==> config.mk <==
export PLATFORM = sky130hd
export DESIGN_NAME = latchup_guard
export DESIGN_NICKNAME = d
export VERILOG_FILES = /design/src/rtl/latchup_guard.sv
export SDC_FILE = /design/constraint.sdc
export NUM_CORES = 1
export LEC_CHECK = 0
export BUFFER_PORTS_ARGS = -buffer_cell sky130_fd_sc_hd__buf_2
export CAP_MARGIN = 20
export CORE_UTILIZATION = 50
export CTS_CLUSTER_SIZE = 8
export DETAILED_ROUTE_END_ITERATION = 10
export GPL_ROUTABILITY_DRIVEN = 0
export PLACE_DENSITY = 0.88
export SLEW_MARGIN = 20
export SYNTH_ARGS = -nofsm -noshare
export SYNTH_HDL_FRONTEND = slang
export SYNTH_SLANG_ARGS = --single-unit
==> constraint.sdc <==
create_clock -name clk -period 3.78 [get_ports clk]
set_input_delay 1.134 -clock clk [delete_from_list [all_inputs] [get_ports clk]]
set_output_delay 1.134 -clock clk [all_outputs]
set_load 0.05 [all_outputs]
==> src/rtl/latchup_guard.sv <==
module latchup_guard #(
  parameter int CUR_W = 12,
  parameter int TW    = 16,
  parameter int PW    = 8,
  parameter int EVT_W = 8,
  parameter int LW    = 4
)(
  input  logic             clk,
  input  logic             rst_n,
  input  logic             en,
  input  logic             use_cmp,
  input  logic [CUR_W-1:0] cur_code,
  input  logic             cur_vld,
  input  logic             cmp_trip,
  input  logic [CUR_W-1:0] trip_level,
  input  logic [PW-1:0]    persist_n,
  input  logic [TW-1:0]    blank_len,
  input  logic [TW-1:0]    crowbar_len,
  input  logic [TW-1:0]    holdoff_len,
  input  logic [TW-1:0]    lock_window,
  input  logic [LW-1:0]    lock_limit,
  input  logic             stat_rd,
  output logic             pwr_en,
  output logic             crowbar_en,
  output logic [6:0]       phase,
  output logic [EVT_W-1:0] evt_count,
  output logic             tripped,
  output logic             lockout
);

  localparam logic [6:0] S_OFF  = 7'b0000001;
  localparam logic [6:0] S_PUP  = 7'b0000010;
  localparam logic [6:0] S_ON   = 7'b0000100;
  localparam logic [6:0] S_OPEN = 7'b0001000;
  localparam logic [6:0] S_CROW = 7'b0010000;
  localparam logic [6:0] S_HOLD = 7'b0100000;
  localparam logic [6:0] S_RST  = 7'b1000000;
  localparam logic [EVT_W-1:0] EVT_MAX = '1;
  localparam logic [LW-1:0]    TCNT_MAX = '1;
  localparam logic [PW-1:0]    PCNT_MAX = '1;
  localparam logic [TW-1:0]    ONE_T = TW'(1);
  localparam logic [PW-1:0]    ONE_P = PW'(1);

  logic [6:0]       state, state_nx;
  logic [TW-1:0]    tmr, lim, lim_eff, wcnt, win_eff;
  logic [TW:0]      tmr_inc, win_inc;
  logic [PW-1:0]    pcnt, goal;
  logic [PW:0]      pc_inc;
  logic [LW-1:0]    tcnt, tcnt_base, tcnt_nx;
  logic [EVT_W-1:0] evt_q;
  logic             sticky_q, lock_q;
  logic             timed, tmr_done, sample_vld, over, in_on, trip, win_act, win_end;

  assign sample_vld = use_cmp ? 1'b1 : cur_vld;
  assign over       = use_cmp ? cmp_trip : (cur_code > trip_level);
  assign in_on      = (state == S_ON);
  assign goal       = (persist_n == '0) ? ONE_P : persist_n;
  assign pc_inc     = {1'b0, pcnt} + (PW+1)'(1);
  assign trip       = in_on && en && sample_vld && over && (pc_inc >= {1'b0, goal});

  always_comb begin
    case (state)
      S_PUP:   lim = blank_len;
      S_CROW:  lim = crowbar_len;
      S_HOLD:  lim = holdoff_len;
      default: lim = '0;
    endcase
  end

  assign lim_eff  = (lim == '0) ? ONE_T : lim;
  assign timed    = state[1] | state[4] | state[5];
  assign tmr_inc  = {1'b0, tmr} + (TW+1)'(1);
  assign tmr_done = tmr_inc >= {1'b0, lim_eff};

  always_comb begin
    state_nx = state;
    case (state)
      S_OFF:   if (en && !lock_q) state_nx = S_PUP;
      S_PUP:   if (!en) state_nx = S_OFF; else if (tmr_done) state_nx = S_ON;
      S_ON:    if (!en) state_nx = S_OFF; else if (trip) state_nx = S_OPEN;
      S_OPEN:  state_nx = S_CROW;
      S_CROW:  if (tmr_done) state_nx = S_HOLD;
      S_HOLD:  if (tmr_done) state_nx = S_RST;
      S_RST:   state_nx = (lock_q || !en) ? S_OFF : S_PUP;
      default: state_nx = S_OFF;
    endcase
  end

  assign win_eff   = (lock_window == '0) ? ONE_T : lock_window;
  assign win_act   = (tcnt != '0);
  assign win_inc   = {1'b0, wcnt} + (TW+1)'(1);
  assign win_end   = win_act && (win_inc >= {1'b0, win_eff});
  assign tcnt_base = win_end ? '0 : tcnt;
  assign tcnt_nx   = !trip ? tcnt_base :
                     (tcnt_base == TCNT_MAX) ? TCNT_MAX : tcnt_base + 1'b1;

  always_ff @(posedge clk or negedge rst_n) begin
    if (!rst_n) begin
      state    <= S_OFF;
      tmr      <= '0;
      pcnt     <= '0;
      tcnt     <= '0;
      wcnt     <= '0;
      evt_q    <= '0;
      sticky_q <= 1'b0;
      lock_q   <= 1'b0;
    end else begin
      state <= state_nx;

      if (state_nx != state) tmr <= '0;
      else if (timed)        tmr <= tmr_inc[TW-1:0];

      if (!in_on)          pcnt <= '0;
      else if (sample_vld) pcnt <= !over ? '0 : (pcnt == PCNT_MAX) ? pcnt : pc_inc[PW-1:0];

      tcnt <= tcnt_nx;
      if (win_end || !win_act) wcnt <= '0;
      else                     wcnt <= win_inc[TW-1:0];

      if (trip && evt_q != EVT_MAX) evt_q <= evt_q + 1'b1;

      if (trip)         sticky_q <= 1'b1;
      else if (stat_rd) sticky_q <= 1'b0;

      if (trip && (tcnt_nx > lock_limit)) lock_q <= 1'b1;
      else if (state == S_OFF && !en)     lock_q <= 1'b0;
    end
  end

  assign pwr_en     = state[1] | state[2];
  assign crowbar_en = state[4];
  assign phase      = state;
  assign evt_count  = evt_q;
  assign tripped    = sticky_q;
  assign lockout    = lock_q;

  AST_PHASE_ONEHOT: assert property (@(posedge clk) disable iff (!rst_n) $onehot(phase));
  AST_NO_OVERLAP: assert property (@(posedge clk) disable iff (!rst_n) !(pwr_en && crowbar_en));
  AST_CROWBAR_AFTER_OPEN: assert property (@(posedge clk) disable iff (!rst_n) $rose(crowbar_en) |-> $past(state) == S_OPEN);
  AST_BLANK_NO_TRIP: assert property (@(posedge clk) disable iff (!rst_n) phase[1] |=> !phase[3]);
  AST_EVT_MONO: assert property (@(posedge clk) disable iff (!rst_n) evt_count >= $past(evt_count));
  AST_STICKY_CLEAR: assert property (@(posedge clk) disable iff (!rst_n) (stat_rd && !trip) |=> !tripped);
  AST_LOCK_UNPOWERED: assert property (@(posedge clk) disable iff (!rst_n) lockout |-> !pwr_en);
  AST_EN_LOW_OFF: assert property (@(posedge clk) disable iff (!rst_n) (!en && (phase[1] || phase[2])) |=> phase[0]);

endmodule

# Word-level counts from Yosys, hierarchy flattened
# Cells that the tools add are included.
[classes] reduce_logical=22 n_lt_le_gt_ge=5 shift=0 n_div=0 add_sub_neg=5 n_mul=0 eq_ne=13 muxes=29 bitwise_logic=3
[op_table] cell="16-bit 2-to-1 mux" count=5
[op_table] cell="7-bit 2-to-1 mux" count=7
[op_table] cell="7-bit case mux with 7 select lines" count=1
[op_table] cell="16-bit case mux with 3 select lines" count=1
[op_table] cell="8-bit 2-to-1 mux" count=5
[op_table] cell="16-bit by 1-bit adder with 17-bit output (second input constant)" count=2
[op_table] cell="17-bit by 16-bit greater-or-equal comparator with 1-bit output" count=2
[op_table] cell="16-bit logical NOT" count=2
[op_table] cell="12-bit greater-than comparator" count=1
[op_table] cell="4-bit 2-to-1 mux" count=3
[op_table] cell="8-bit by 1-bit adder with 9-bit output (second input constant)" count=1
[op_table] cell="9-bit by 8-bit greater-or-equal comparator with 1-bit output" count=1
[op_table] cell="1-bit logical AND" count=9
[op_table] cell="8-bit by 1-bit adder with 8-bit output (second input constant)" count=1
[op_table] cell="8-bit equality test (second input constant)" count=1
[op_table] cell="8-bit logical NOT" count=1
[op_table] cell="8-bit != test (second input constant)" count=1
[op_table] cell="7-bit by 1-bit equality test with 1-bit output (second input constant)" count=1
[op_table] cell="7-bit by 2-bit equality test with 1-bit output (second input constant)" count=1
[op_table] cell="7-bit by 3-bit equality test with 1-bit output (second input constant)" count=1
[op_table] cell="7-bit by 4-bit equality test with 1-bit output (second input constant)" count=1
[op_table] cell="7-bit by 5-bit equality test with 1-bit output (second input constant)" count=1
[op_table] cell="7-bit by 6-bit equality test with 1-bit output (second input constant)" count=1
[op_table] cell="7-bit equality test (second input constant)" count=1
[op_table] cell="14 further kinds" count=26
[word_totals] word_cells=85 inputBits=107 rom_bits=0 latchBits=0 ram_bits=0 regBits=61 memories=0

# Logic depth before layout (Yosys ltp)
[logic_depth] ltp_word=11 depth_mapped=22 ltp_nobuf=21

# Worst setup path before layout
# No wires, ideal clock.
[synth_timing] path_kind="in2reg" from="input port lock_window[8]" to="register lock_q (netlist: lockout)" t_arrival_ns=4.118 setup_time_ns=0.129 required_ns=3.651 setup_slack_ns=-0.466 cell_stages=20 path_cell_list="nor4_1 a41o_1 ha_1 nor2b_1 o21ai_0 a31oi_1 o221ai_1 and4_1 clkbuf_1 and2_1 ha_1 a41oi_1 o21ai_0 ha_1 nor2b_1 o21ai_0 nand2b_1 a21oi_1 a41o_1 o21ai_0"
[synth_via] elab_chain_len=11 elab_cells_between_ends=13
[synth_lines] element="start: declaration" line="20" source="input logic [TW-1:0] lock_window,"
[synth_lines] element="16-bit logical NOT" line="89" source="assign win_eff = (lock_window == '0) ? ONE_T : lock_window;"
[synth_lines] element="16-bit 2-to-1 mux (*)" line="89"
[synth_lines] element="17-bit by 16-bit greater-or-equal comparator with 1-bit output (*)" line="92" source="assign win_end = win_act && (win_inc >= {1'b0, win_eff});"
[synth_lines] element="1-bit logical AND (*)" line="92"
[synth_lines] element="4-bit 2-to-1 mux (*)" line="93" source="assign tcnt_base = win_end ? '0 : tcnt;"
[synth_lines] element="4-bit by 1-bit adder with 4-bit output / 4-bit equality test (equally long branches)" line="95" source="(tcnt_base == TCNT_MAX) ? TCNT_MAX : tcnt_base + 1'b1;"
[synth_lines] element="4-bit 2-to-1 mux" line="95"
[synth_lines] element="4-bit 2-to-1 mux (*)" line="94" source="assign tcnt_nx = !trip ? tcnt_base :"
[synth_lines] element="named net tcnt_nx[1]" line="49" source="logic [LW-1:0] tcnt, tcnt_base, tcnt_nx;"
[synth_lines] element="4-bit greater-than comparator (*)" line="125" source="if (trip && (tcnt_nx > lock_limit)) lock_q <= 1'b1;"
[synth_lines] element="1-bit logical AND (*)" line="125"
[synth_lines] element="1-bit 2-to-1 mux / 2-bit nonzero test (equally long branches)"
[synth_lines] element="end signal: assignment" line="106" source="lock_q <= 1'b0;"
[synth_lines] element="end signal: assignment" line="125"
[synth_lines] element="end signal: assignment" line="126" source="else if (state == S_OFF && !en) lock_q <= 1'b0;"
[synth_lines] element="end: declaration" line="51" source="logic sticky_q, lock_q;"
# The timed path passes the listed nets; every way through them passes the cells marked *.
# A chain may end at the register's enable or synchronous reset.

# Worst setup path after layout
[layout_timing] from="register wcnt[4]" to="register lock_q (netlist: lockout)"
[layout_via] elab_chain_len=10 elab_cells_between_ends=12
[layout_lines] element="start: declaration" line="45" source="logic [TW-1:0] tmr, lim, lim_eff, wcnt, win_eff;"
[layout_lines] element="start signal: assignment" line="118" source="else wcnt <= win_inc[TW-1:0];"
[layout_lines] element="16-bit by 1-bit adder with 17-bit output (*)" line="91" source="assign win_inc = {1'b0, wcnt} + (TW+1)'(1);"
[layout_lines] element="17-bit by 16-bit greater-or-equal comparator with 1-bit output (*)" line="92"
[layout_lines] element="1-bit logical AND (*)" line="92"
[layout_lines] element="4-bit 2-to-1 mux (*)" line="93"
[layout_lines] element="4-bit by 1-bit adder with 4-bit output / 4-bit equality test (equally long branches)" line="95"
[layout_lines] element="4-bit 2-to-1 mux" line="95"
[layout_lines] element="4-bit 2-to-1 mux (*)" line="94"
[layout_lines] element="named net tcnt_nx[1]" line="49"
[layout_lines] element="4-bit greater-than comparator (*)" line="125"
[layout_lines] element="1-bit logical AND (*)" line="125"
[layout_lines] element="1-bit 2-to-1 mux / 2-bit nonzero test (equally long branches)"
# Marked as above.

==> qor.yml <==
timing:
  fin_crit_sh_pct: 107
  setup_viol: 1
  final-hold-violation-count: 0
  drv_slew: 0
  relSlewSlack_pct: 53.3
  hold_ws_ns: 0.514
  timing.final.ws_setup_ns: -0.281
  worstMarginPinSlew_ns: 0.701
  timing.fmax_mhz: 246
  clock_skew_ns: 0.00917
  finalWorstPathRequiredPeriod_ns: 4.06
  setup_tns_ns: -0.281
  rsz0062_at_grt: "true"
final_layout:
  finish.utilization_pct: 67.7
  layout_common_cells: "buf_2, buf_4, ha_1, dfrtp_1, inv_1"
  area_growth_pct: 31.4
  diodes: 0
  drive_gt1_share_pct: 36.0
  final_common_cell: "buf_2"
  nNetsFinal: 950
synth:
  ys_seq_elements: 61
  synth_cell_types: 73
  synth_fp_nets: 768
  synth-async-reset-ratio_pct: 100
  syn_avg_cell_area_um2: 8.83
  synth_area_um2: 5300
  seq_area_frac_synth_pct: 28.8
  synth_warnings: 0
  synth_enable_flop_cells: 0
  syn_inst: 600
  synth_ff_type: "dfrtp_1"
clocking:
  cts_root_buffer: "clkbuf_8"
  cts-htree-levels: 3
  clk_latency_ns: 0.34
  cts_buffers: 9
  clk_pin_slew_worst_paths_ns: 0.07
  cts.sinks: 61
  clock_path_buffers: 2
  cts_tree: "yes"
floorplan:
  rows: 37
  initial_core_util_pct: 51.5
  die_w_um: 105
  dieArea_um2: 11000
  io_pins: 126
  chipHeight_um: 105
  core_area_um2: 10300
global_route:
  grt_max_degree: 23
  grt_use_total_pct: 27.2
  grt_pass1_vias: 5524
  grt_overflow_total: 0
  antenna_found_initial: 0
  grt_pass1_wl_um: 24500
setup_path:
  crit_end: "lockout$_DFFE_PN0P_"
  r2r_cells: 21
  crit_path_top_delay_cell: "dfrtp_1"
  slowest_delay_ns: 0.36
  cp_cell_sequence: "and4_4 > buf_4 > nand2_1 > xnor2_2 > ha_1 > a21oi_2 > nor2_1 > a2111o_1 > o221ai_2 > and4_4 > and2_4 > ha_4 > a41oi_2 > o21ai_2 > ha_1 > nor2b_1 > o21ai_1 > nand2b_1 > a21oi_2 > a41o_1 > o21ai_1"
  crit_family: "compound AO/OA/AOI/OAI gates"
  crit_buf_inv: 1
  ff2ff_setup_slack_ns: -0.28
  critPathLaunchType: "register"
  critical_path_class: "register to register"
  r2r_start: "wcnt[4]$_DFF_PN0_"
  cp.depth: 21
  crit_path_end_kind: "register"
  cp.required_ns: 4.00
  arrival_ns: 4.28
  crit_start: "wcnt[4]$_DFF_PN0_"
  path_max_fanout: 3
  reg2reg_to: "lockout$_DFFE_PN0P_"
route:
  drc: 0
  routedWlPerCell_um: 15.7
  routed_wl_um: 14500
  first_pass_iters: 5
  drtAntennaViolNets: 0
  vias: 5352
  drt_iter0_markers: 307
  via_per_inst: 5.80
worst_hold_path:
  hp-class: "register to register"
pwr:
  seqPwrFrac_pct: 29.9
  p_int_mw: 1.52
  netSwitchingFraction_pct: 33.9
  vdd_drop_max_uv: 269
  power_frac_comb_pct: 39.2
  power.switching_mw: 0.780
  power.share.clock_pct: 30.8
  power_density_nw_per_um2: 331
  finalPower_mw: 2.30
  p_leak_nw: 3.54
outcome:
  violations: "negative setup slack"
  status: "finished with violations"
placement:
  dp_hpwl_um: 11300
  portBuffers: 125
run:
  maxCapViolCount: 0
[logic make-up after synthesis]
| kind of cell | Yosys count | share of synthesized area, % |
|---|---|---|
| adders and majority gates | 61 | 14.4 |
| AOI/OAI and AO/OA | 118 | 16.1 |
| muxes | 2 | 0.402 |
| and+or+nand+nor | 231 | 25.0 |
| xor gates and xnor gates | 56 | 9.26 |
| DFF | 61 | 28.8 |
| buffers and inverters | 71 | 6.05 |
[power by group through the flow]
stage	Sequential (mW)	Combinational [mW]	Clock [mW]
CTS	0.687	0.881	0.724
detailed placement	0.698	0.869	0
global placement	0.697	0.839	0
global route	0.689	0.973	0.752
finish	0.689	0.903	0.710
floorplan	0.732	0.544	0
[metrics by stage]
step,cells,instance area (um^2),worst slack [ns]
floorplan,600,5400,-0.188
global placement,899,6470,-0.405
detailed placement,899,6470,-0.525
CTS,920,6840,-0.157
global route,923,6960,-0.493
finish,923,6960,-0.281
[routing by layer]
layer  wire [um]  GRT usage (%)  vias up
li1            -              -     2523
met1        5650           30.6     2541
met2        7490           49.3      237
met3         872           4.99       51
met4         516           13.0        0
met5           0              0        -
[worst min-delay path by stage]
stage | start | end | slack (ns) | cells after the start
6_report | evt_count[7]$_DFFE_PN0P_ | evt_count[7]$_DFFE_PN0P_ | 0.51 | 1
5_1_grt | evt_count[6]$_DFFE_PN0P_ | evt_count[6]$_DFFE_PN0P_ | 0.53 | 1
4_1_cts | evt_count[5]$_DFFE_PN0P_ | evt_count[5]$_DFFE_PN0P_ | 0.51 | 1
3_5_place_dp | evt_count[6]$_DFFE_PN0P_ | evt_count[6]$_DFFE_PN0P_ | 0.50 | 1
3_3_place_gp | evt_count[6]$_DFFE_PN0P_ | evt_count[6]$_DFFE_PN0P_ | 0.47 | 1
2_1_floorplan | wcnt[0]$_DFF_PN0_ | wcnt[0]$_DFF_PN0_ | 0.50 | 1
[synth_stat cells (4+ instances only)]
cell type	instances	area share, %
dfrtp_1	60	28
or2_2	5	0.59
xnor2_1	33	5.5
nor3_1	11	1.0
o41ai_1	5	0.83
ha_1	61	14
nand4_1	20	2.4
a22o_1	15	2.5
nor2b_1	19	2.2
inv_1	48	3.4
nor4_1	8	0.94
nand3_1	32	3.0
xor2_1	23	3.8
buf_2	10	0.94
nor2_4	9	1.9
o21ai_0	20	1.9
nor3b_1	4	0.57
or3_1	4	0.47
a21o_1	6	0.85
nand2_1	44	3.1
nor2_1	37	2.6
a211oi_1	7	0.99
buf_4	6	0.85
and3_1	8	0.94
and2_1	6	0.71
nand2b_1	5	0.59
a21oi_1	31	2.9
[state kept, by name, summed over array words and instances (netlist names)]
name / flops
tcnt: 4
phase: 7
pcnt: 8
lockout: 1
wcnt: 16
tmr: 16
evt_count: 8
tripped: 1
[layout make-up]
type	count	area [um^2]
clock buffers	12	145
clock inverters	4	95.1
inverters	49	184
repair buffers	193	1150
multi-input cells	468	3690
fillers	749	3320
well taps	136	170
flip-flops and latches	61	1530
[timing repair]
action | in CTS | in global routing
pin swaps | 17 | 14
cloned | 0 | 0
hold buffers | 0 | 0
buffers inserted | 5 | 3
setup endpoints to repair | 13 | 19
gates resized for setup | 19 | 19
Note: power is estimated with default switching activity, not from simulation.
